<file path="config.mk">
export PLATFORM = sky130hd
export DESIGN_NAME = freq_lock_ctrl
export DESIGN_NICKNAME = d
export VERILOG_FILES = /design/src/rtl/freq_lock_ctrl.sv
export SDC_FILE = /design/constraint.sdc
export NUM_CORES = 1
export LEC_CHECK = 0
export ABC_AREA = 1
export BUFFER_PORTS_ARGS = -buffer_cell sky130_fd_sc_hd__buf_2
export CORE_ASPECT_RATIO = 1.5
export CORE_MARGIN = 1
export CORE_UTILIZATION = 60
export DETAILED_ROUTE_END_ITERATION = 10
export GPL_TIMING_DRIVEN = 0
export PLACE_DENSITY = 0.88
export SYNTH_ARGS = -nofsm -noshare
export SYNTH_HDL_FRONTEND = slang
export SYNTH_SLANG_ARGS = --single-unit
export TNS_END_PERCENT = 100
</file>
<file path="constraint.sdc">
create_clock -name clk -period 10.4 [get_ports clk]
set_input_delay 0.52 -clock clk [delete_from_list [all_inputs] [get_ports clk]]
set_output_delay 0.52 -clock clk [all_outputs]
set_load 0.01 [all_outputs]
</file>
<file path="src/rtl/freq_lock_ctrl.sv">
module freq_lock_ctrl #(
  parameter int CW   = 6,
  parameter int FW   = 8,
  parameter int MW   = 12,
  parameter int DW   = 8,
  parameter int CNTW = 16,
  parameter int AW   = 4
)(
  input  logic          clk,
  input  logic          rst_n,
  input  logic          en,
  input  logic          closed_loop,
  input  logic          ref_tick,
  input  logic          dco_tick,
  input  logic [DW-1:0] ref_div,
  input  logic [MW-1:0] mul_int,
  input  logic [15:0]   mul_frac,
  input  logic [CW-1:0] init_coarse,
  input  logic [FW-1:0] init_fine,
  input  logic [CW-1:0] max_coarse,
  input  logic [FW-1:0] max_fine,
  input  logic          dither_en,
  input  logic [AW-1:0] acc_windows,
  output logic [CW-1:0] coarse,
  output logic [FW-1:0] fine,
  output logic          coarse_lock,
  output logic          fine_lock,
  output logic          accurate_lock
);
  localparam int EW = CNTW + 2;
  localparam logic [CW-1:0] C_HALF = {1'b1, {(CW-1){1'b0}}};
  localparam logic [FW-1:0] F_HALF = {1'b1, {(FW-1){1'b0}}};

  typedef enum logic [2:0] {S_IDLE, S_OPEN, S_COARSE, S_FINE, S_TRACK} st_t;
  st_t st;

  logic [DW-1:0]   div_r, rcnt;
  logic [MW-1:0]   mul_r;
  logic [15:0]     frac_r, phase;
  logic [CW-1:0]   maxc_r, crs;
  logic [FW-1:0]   maxf_r, fin;
  logic [AW-1:0]   accn_r, zrun;
  logic [CNTW-1:0] dcnt;
  logic            dith_r, dbit, prev_ok, prev_neg;
  logic            lock_c, lock_f, lock_a;

  logic [DW-1:0]   div_eff;
  logic [AW-1:0]   acc_eff;
  logic [CNTW-1:0] cnt;
  logic            win_end, turn, looping;
  logic signed [EW-1:0] err, lim, step, csum, fsum;
  logic [CW-1:0]   crs_nx;
  logic [FW-1:0]   fin_nx;
  logic [16:0]     ph_sum;

  assign div_eff = (div_r == '0) ? DW'(1) : div_r;
  assign acc_eff = (accn_r == '0) ? AW'(1) : accn_r;
  assign looping = (st == S_COARSE) || (st == S_FINE) || (st == S_TRACK);
  assign win_end = looping && ref_tick && (rcnt == div_eff - DW'(1));
  assign cnt     = dcnt + CNTW'(dco_tick);
  assign err     = $signed(EW'(mul_r)) + $signed(EW'(dbit)) - $signed(EW'(cnt));
  assign lim     = (st == S_COARSE) ? $signed(EW'(maxc_r)) : $signed(EW'(maxf_r));
  assign step    = (err > lim) ? lim : ((err < -lim) ? -lim : err);
  assign turn    = (err == '0) || (prev_ok && (prev_neg != err[EW-1]));
  assign csum    = $signed(EW'(crs)) + step;
  assign fsum    = $signed(EW'(fin)) + step;
  assign crs_nx  = csum[EW-1] ? '0 : ((csum > $signed(EW'({CW{1'b1}}))) ? '1 : csum[CW-1:0]);
  assign fin_nx  = fsum[EW-1] ? '0 : ((fsum > $signed(EW'({FW{1'b1}}))) ? '1 : fsum[FW-1:0]);
  assign ph_sum  = {1'b0, phase} + {1'b0, frac_r};

  assign coarse        = crs;
  assign fine          = (dbit && (fin != '1)) ? fin + FW'(1) : fin;
  assign coarse_lock   = lock_c;
  assign fine_lock     = lock_f;
  assign accurate_lock = lock_a;

  always_ff @(posedge clk or negedge rst_n) begin
    if (!rst_n) begin
      st <= S_IDLE;
      div_r <= '0; mul_r <= '0; frac_r <= '0; maxc_r <= C_HALF; maxf_r <= F_HALF;
      dith_r <= 1'b0; accn_r <= '0;
      crs <= '0; fin <= '0; rcnt <= '0; dcnt <= '0; phase <= '0; dbit <= 1'b0;
      prev_ok <= 1'b0; prev_neg <= 1'b0; zrun <= '0;
      lock_c <= 1'b0; lock_f <= 1'b0; lock_a <= 1'b0;
    end else if (!en) begin
      st <= S_IDLE;
      dbit <= 1'b0;
      lock_c <= 1'b0; lock_f <= 1'b0; lock_a <= 1'b0;
    end else if (st == S_IDLE) begin
      st     <= closed_loop ? S_COARSE : S_OPEN;
      div_r  <= ref_div;
      mul_r  <= mul_int;
      frac_r <= mul_frac;
      maxc_r <= (max_coarse == '0) ? C_HALF : max_coarse;
      maxf_r <= (max_fine == '0) ? F_HALF : max_fine;
      dith_r <= dither_en;
      accn_r <= acc_windows;
      crs <= init_coarse; fin <= init_fine;
      rcnt <= '0; dcnt <= '0; phase <= '0; dbit <= 1'b0;
      prev_ok <= 1'b0; zrun <= '0;
    end else if (looping) begin
      if (win_end) begin
        rcnt <= '0;
        dcnt <= '0;
        case (st)
          S_COARSE: begin
            if (turn) begin
              lock_c <= 1'b1; st <= S_FINE; prev_ok <= 1'b0;
            end else begin
              crs <= crs_nx; prev_ok <= 1'b1; prev_neg <= err[EW-1];
            end
          end
          S_FINE: begin
            if (turn) begin
              lock_f <= 1'b1; st <= S_TRACK; prev_ok <= 1'b0;
            end else begin
              fin <= fin_nx; prev_ok <= 1'b1; prev_neg <= err[EW-1];
            end
          end
          default: begin
            if (dith_r) begin
              {dbit, phase} <= ph_sum;
              if (err == '0) begin
                if (zrun != '1) zrun <= zrun + AW'(1);
                if ({1'b0, zrun} + (AW+1)'(1) >= {1'b0, acc_eff}) lock_a <= 1'b1;
              end else begin
                zrun <= '0;
              end
            end
          end
        endcase
      end else begin
        rcnt <= rcnt + DW'(ref_tick);
        dcnt <= dcnt + CNTW'(dco_tick);
      end
    end
  end

  assert_fine_after_coarse_R7: assert property (@(posedge clk) disable iff (!rst_n)
    fine_lock |-> coarse_lock);

  assert_acc_needs_dither_R10: assert property (@(posedge clk) disable iff (!rst_n)
    accurate_lock |-> (fine_lock && dith_r));

  assert_open_hold_R2: assert property (@(posedge clk) disable iff (!rst_n)
    (st == S_OPEN && $past(st) == S_OPEN) |-> ($stable(crs) && $stable(fin)));

  assert_coarse_step_R4: assert property (@(posedge clk) disable iff (!rst_n)
    ($past(st) == S_COARSE) |->
      (((crs >= $past(crs)) ? (crs - $past(crs)) : ($past(crs) - crs)) <= $past(maxc_r)));

  assert_coarse_frozen_R6: assert property (@(posedge clk) disable iff (!rst_n)
    ($past(lock_c) && lock_c) |-> $stable(crs));

  assert_disable_clears_R11: assert property (@(posedge clk) disable iff (!rst_n)
    !en |=> (!coarse_lock && !fine_lock && !accurate_lock));
endmodule

</file>
==> results.py, run 1 <==
metrics = {
    "worst_setup_path": {
        "worstPathArrival_ns": 8.21,
        "cp_max_fo": 9,
        "crit_path_start_kind": "register",
        "r2r_end": "fin[6]",
        "r2r_slack_ns": 2.50,
        "reg2regPathDepth": 50,
        "endpoint_kind": "register",
        "path_class": "register to register",
        "reg2reg_from": "dcnt[0]",
        "slowest_stage": "o21ai_0",
        "critPathMaxStageDelay_ns": 0.73,
        "crit_required_ns": 10.71,
        "cp_common_cell": "nand2_1",
    },
    "drt": {
        "num_vias": 9697,
        "vias_per_cell": 5.80,
        "first_pass_iters": 5,
        "wirelength_microns": 26800,
        "drc": 0,
        "wl_per_cell_microns": 16.0,
        "antenna_left": 0,
        "drtIter0Drc": 598,
    },
    "floorplan": {
        "start_util_pct": 61.3,
        "io_pins": 92,
        "rows": 57,
        "dieArea_sq_um": 17100,
        "coreArea_sq_um": 16200,
        "fp.dieW_microns": 107,
        "die_y_microns": 159,
    },
    "clock_network": {
        "numClockSinks": 122,
        "tritoncts": "built",
        "cts_setup_buffers": 0,
        "cts_resized": 0,
        "cts-root-buf": "clkbuf_16",
        "holdBufCountCts": 0,
        "cts.htree.levels": 4,
        "clk_latency_ns": 0.42,
        "clock_path_buffers": 2,
        "numCtsBuffers": 17,
        "clk_pin_slew_ns": 0.06,
    },
    "timing": {
        "fin_setup_tns_ns": 0,
        "fin_crit_sh_pct": 76.0,
        "fin_skew_ns": 0.00982,
        "rsz0062_at_grt": "no",
        "finalSetupViolCount": 0,
        "layout_setup_ws_ns": 2.50,
        "post-route-min-period_ns": 7.90,
        "finalHoldViolations": 0,
        "worst-slew-pin-transition_ns": 0.917,
        "finalHoldWorstSlack_ns": 0.0126,
        "final_max_slew_viol_count": 0,
        "fmax_ghz": 0.127,
        "slew_headroom_pct": 38.3,
    },
    "grt": {
        "grt_pass1_wl_microns": 45100,
        "grt_pass1_vias": 10100,
        "grt_usage_pct": 33.2,
        "grt_max_degree": 78,
        "antenna_found_initial": 0,
        "overflow": 0,
    },
    "synth": {
        "synthFlopType": "dfrtp_1",
        "synth-simple-area-share_pct": 31.1,
        "synth.most_common_cell": "nand2_1",
        "synth_area_leaders": "dfrtp_1 (30%), nand2_1 (15%), ha_1 (12%), inv_1 (5.1%), a21oi_1 (4.1%)",
        "yosys.area.top_type": "dfrtp_1",
        "synth_compound_area_share_pct": 12.3,
        "syn-cell-area_sq_um": 9920,
        "async_flop_share_pct": 100,
        "synth_top_family_by_area": "simple AND/OR/NAND/NOR gates",
        "synth_nets": 1513,
        "synth.avg_cell_area_sq_um": 7.40,
        "synth_fa_ha_area_share_pct": 12.5,
        "synth.top_cell.area_share_pct": 30.3,
        "synth-warning-count": 0,
        "synthMuxAreaShare_pct": 0.113,
        "synth-seq-area-share_pct": 30.8,
        "synth_xor_area_share_pct": 6.33,
        "yosys-top-cells-count": "nand2_1 (385), inv_1 (135), dfrtp_1 (120)",
        "synth_seq_cells": 122,
        "synth_edf_count": 0,
        "netlist_instances": 1341,
        "synthDistinctLibCells": 59,
    },
    "placement": {
        "gp_congestion": 0.928,
        "dpl_worst_slack_ns": 2.41,
        "port_buffers": 91,
        "hpwl_microns": 20200,
    },
    "finish": {
        "nNetsFinal": 1624,
        "n_antenna_cell": 0,
        "area_growth_pct": 13.7,
        "fillers": 1227,
        "drive_above_1_share_pct": 15.2,
    },
    "job": {
        "drv_cap": 0,
    },
    "min_path": {
        "min_path_type": "primary input to asynchronous set/reset pin",
    },
    "status": {
        "status": "finished clean",
    },
}
==> stage by stage <==
stage | cell area, sq um | cells | utilization (%)
floorplan | 9920 | 1341 | -
global placement | 10600 | 1638 | 65.7
detailed placement | 10700 | 1639 | 65.9
CTS | 11300 | 1671 | 69.7
global route | 11300 | 1671 | 69.7
finish | 11300 | 1671 | 69.7
==> flip-flops by register name (all words and copies together), names as in the netlist <==
name and count:
fin 8, zrun 4, st 3, frac_r 16
rcnt 8, accn_r 4, mul_r 12, prev_ok 1
prev_neg 1, fine_lock 1, maxc_r 6, maxf_r 8
accurate_lock 1, div_r 8, phase 16, coarse_lock 1
dcnt 16, coarse 6, dith_r 1, dbit 1
==> final cells by class <==
cell class	count	area (sq um)	share of cell area (%)
buffer	23	108	0.954
clock buffer	20	447	3.96
clock inverter	12	164	1.45
inverter	148	561	4.97
multi-input combinational	1048	6200	55.0
sequential	122	3060	27.1
tap	206	258	2.29
timing repair buffer	92	489	4.34
==> layer usage <==
layer	up-vias	wire length [microns]	track usage, %	part of all wire (%)
li1	4631	-	-	-
met1	4518	9660	34.2	36
met2	407	14000	60.6	52
met3	141	1400	5.03	5.2
met4	0	1690	22.4	6.3
met5	-	0	0	0
==> kinds of logic (layout without fill, tap and decap cells) <==
family | after synthesis | after routing
buf+inv | 171 | 295
compound gates | 215 | 215
fa+ha+maj | 97 | 97
mux | 1 | 1
xor+xnor | 70 | 70
simple gates | 665 | 665
flops | 122 | 122
==> critical path: cells and delay by family (launching register included) <==
family          cells  cell delay (ns)
simple gates       26             2.45
compound gates     11             2.16
fa+ha+maj           6             1.81
buf+inv             5             0.54
xor+xnor            2             0.41
flops               1             0.40
==> placed cells by master, fill, tap and decap left out, drive strengths merged, types with 5 or more instances in the layout <==
cell type	n
a21oi	82
o21bai	11
inv	149
o22ai	6
xor2	47
clkbuf	37
nand2	413
dfrtp	120
nor3	10
nor2	117
clkinv	7
a31oi	5
nand4	30
ha	93
o21ai	84
nand3	82
buf	98
xnor2	23
==> worst max path at each step <==
stage / from / cells past startpoint / endpoint / slack, ns
finish: dcnt[0] / 50 / fin[6] / 2.50
global route: dcnt[0] / 50 / fin[6] / 1.80
CTS: dcnt[0] / 50 / fin[6] / 2.61
detailed placement: dco_tick / 51 / fin[6] / 2.41
global placement: dco_tick / 51 / fin[6] / 2.63
floorplan: dco_tick / 50 / fin[2] / 3.75
Power of run 1 is not shown: default switching activity piles up to over one toggle a cycle in this logic, so the estimate is an artifact.
==> run 2: changes to the inputs <==
==> constraint.sdc (replaced) <==
create_clock -name clk -period 7.49 [get_ports clk]
set_input_delay 0.3745 -clock clk [delete_from_list [all_inputs] [get_ports clk]]
set_output_delay 0.3745 -clock clk [all_outputs]
set_load 0.01 [all_outputs]
==> run 2 against run 1 <==
- sequential cell count unchanged
- maximum frequency up 12%
- global-route usage unchanged
- first-iteration DRC count down 6.7%
- critical path depth down 1
- sequential share of layout area down 0.54 points
- cell area up 2.0%
- non-clock buffer count up 14
- worst hold slack better by 0.13 ns
- utilization up 1.4 points
- critical path type unchanged
- highest routed layer unchanged
==> results.py, run 2 (synthesis gave the netlist of run 1 again) <==
metrics = {
    "status": {
        "status": "finished clean",
    },
    "clock_network": {
        "clock_path_buffers": 2,
        "clk_pin_slew_ns": 0.06,
        "tritoncts": "built",
        "clk_latency_ns": 0.43,
        "cts-root-buf": "clkbuf_16",
        "cts.htree.levels": 4,
        "numClockSinks": 122,
        "numCtsBuffers": 17,
    },
    "drt": {
        "first_pass_iters": 7,
        "vias_per_cell": 5.85,
        "wl_per_cell_microns": 16.2,
        "wirelength_microns": 27400,
        "antenna_left": 0,
        "num_vias": 9865,
        "drc": 0,
        "drtIter0Drc": 558,
    },
    "worst_setup_path": {
        "cp_max_fo": 10,
        "worstPathArrival_ns": 7.33,
        "endpoint_kind": "register",
        "cp_common_cell": "nand2_1",
        "crit_required_ns": 7.80,
        "crit_path_start_kind": "register",
        "r2r_slack_ns": 0.46,
        "critPathMaxStageDelay_ns": 0.42,
        "path_class": "register to register",
        "slowest_stage": "fa_1",
    },
    "floorplan": {
        "fp.dieW_microns": 107,
        "start_util_pct": 61.3,
        "coreArea_sq_um": 16200,
        "dieArea_sq_um": 17100,
        "die_y_microns": 159,
        "rows": 57,
        "io_pins": 92,
    },
    "timing": {
        "fmax_ghz": 0.142,
        "fin_skew_ns": 0.0118,
        "finalHoldViolations": 0,
        "finalHoldWorstSlack_ns": 0.145,
        "slew_headroom_pct": 49.9,
        "finalSetupViolCount": 0,
        "fin_crit_sh_pct": 93.8,
        "final_max_slew_viol_count": 0,
        "post-route-min-period_ns": 7.03,
        "worst-slew-pin-transition_ns": 0.748,
    },
    "grt": {
        "antenna_found_initial": 0,
        "grt_pass1_wl_microns": 45100,
        "grt_usage_pct": 33.2,
        "grt_pass1_vias": 10100,
        "overflow": 0,
        "grt_max_degree": 78,
    },
    "placement": {
        "port_buffers": 91,
        "hpwl_microns": 20200,
        "gp_congestion": 0.928,
    },
    "finish": {
        "area_growth_pct": 16.0,
        "nNetsFinal": 1638,
        "drive_above_1_share_pct": 17.4,
        "reg_top3": "dcnt (16), frac_r (16), phase (16)",
        "final_cell_mix": "nand2_1 (383), inv_1 (133), dfrtp_1 (120)",
        "layout_commonest_cell": "nand2_1",
        "n_antenna_cell": 0,
    },
    "job": {
        "drv_cap": 0,
    },
    "min_path": {
        "min_path_type": "primary input to register",
    },
}
[run 2: cell types whose count changed in the layout (fill, tap and decap cells not counted), moves of 3 or more]
cell,change
buf_4,+12
o21ai_0,-7
ha_1,-5
o21ai_1,+5
ha_4,+4
inv_2,+3
xor2_1,-3
xor2_2,+3
[run 2: path summary, 6_finish.rpt]
| path | startpoint | endpoint | cells after the start |
|---|---|---|---|
| max reg2reg | dcnt[0] | fin[5] | 49 |
| min reg2reg | maxf_r[0] | maxf_r[0] | 2 |
| max in group asynchronous | rst_n | dcnt[4] | 3 |
| min | mul_frac[9] | frac_r[9] | 3 |
| min in group asynchronous | rst_n | coarse[1] | 2 |
| max | dcnt[0] | fin[5] | 49 |
[run 2: per-layer routing]
layer	part of all wire (%)	track usage, %	vias up	wire [microns]
met5	0	0	-	0
met4	6.7	22.7	0	1840
met3	5.2	5.03	155	1420
met2	52	60.5	421	14300
met1	36	34.2	4622	9770
li1	-	-	4667	-
[run 2: layout make-up]
cell class	instances	area [sq um]
multi-input cells	1048	6310
clock inverters	12	164
repair buffers	106	597
well taps	206	258
clock buffers	20	447
plain buffers	23	111
flip-flops and latches	122	3060
inverters	148	563
fillers	1189	4680
[run 2: through the flow]
step | std cells | utilization [%] | TNS [ns] | setup slack, ns | instance area (sq um)
final | 1685 | 71.1 | 0 | 0.465 | 11500
after floorplan | 1341 | - | 0 | 0.988 | 9920
after detailed placement | 1639 | 65.9 | -4.18 | -0.354 | 10700
after global routing | 1685 | 71.1 | -0.488 | -0.0658 | 11500
after global placement | 1638 | 65.7 | -1.15 | -0.135 | 10600
after CTS | 1672 | 69.8 | 0 | 0.0580 | 11300
[run 2: worst max-delay path: cells and delay by family (launching register included)]
kind	cells	cell delay (ns)
and+or+nand+nor	28	2.68
adders and majority gates	7	1.96
AOI/OAI and AO/OA	8	0.95
buffers and inverters	4	0.54
DFF	1	0.38
xor gates and xnor gates	2	0.37
[run 2: repair_timing]
item | 4_1_cts | 5_1_grt
pin swaps | 0 | 16
hold buffers | 1 | 0
endpoints found under the setup margin | 14 | 14
buffers inserted | 0 | 13
resized for setup | 3 | 29
hold endpoints to repair | 45 | 0
Power of run 2 is left out for the same reason.
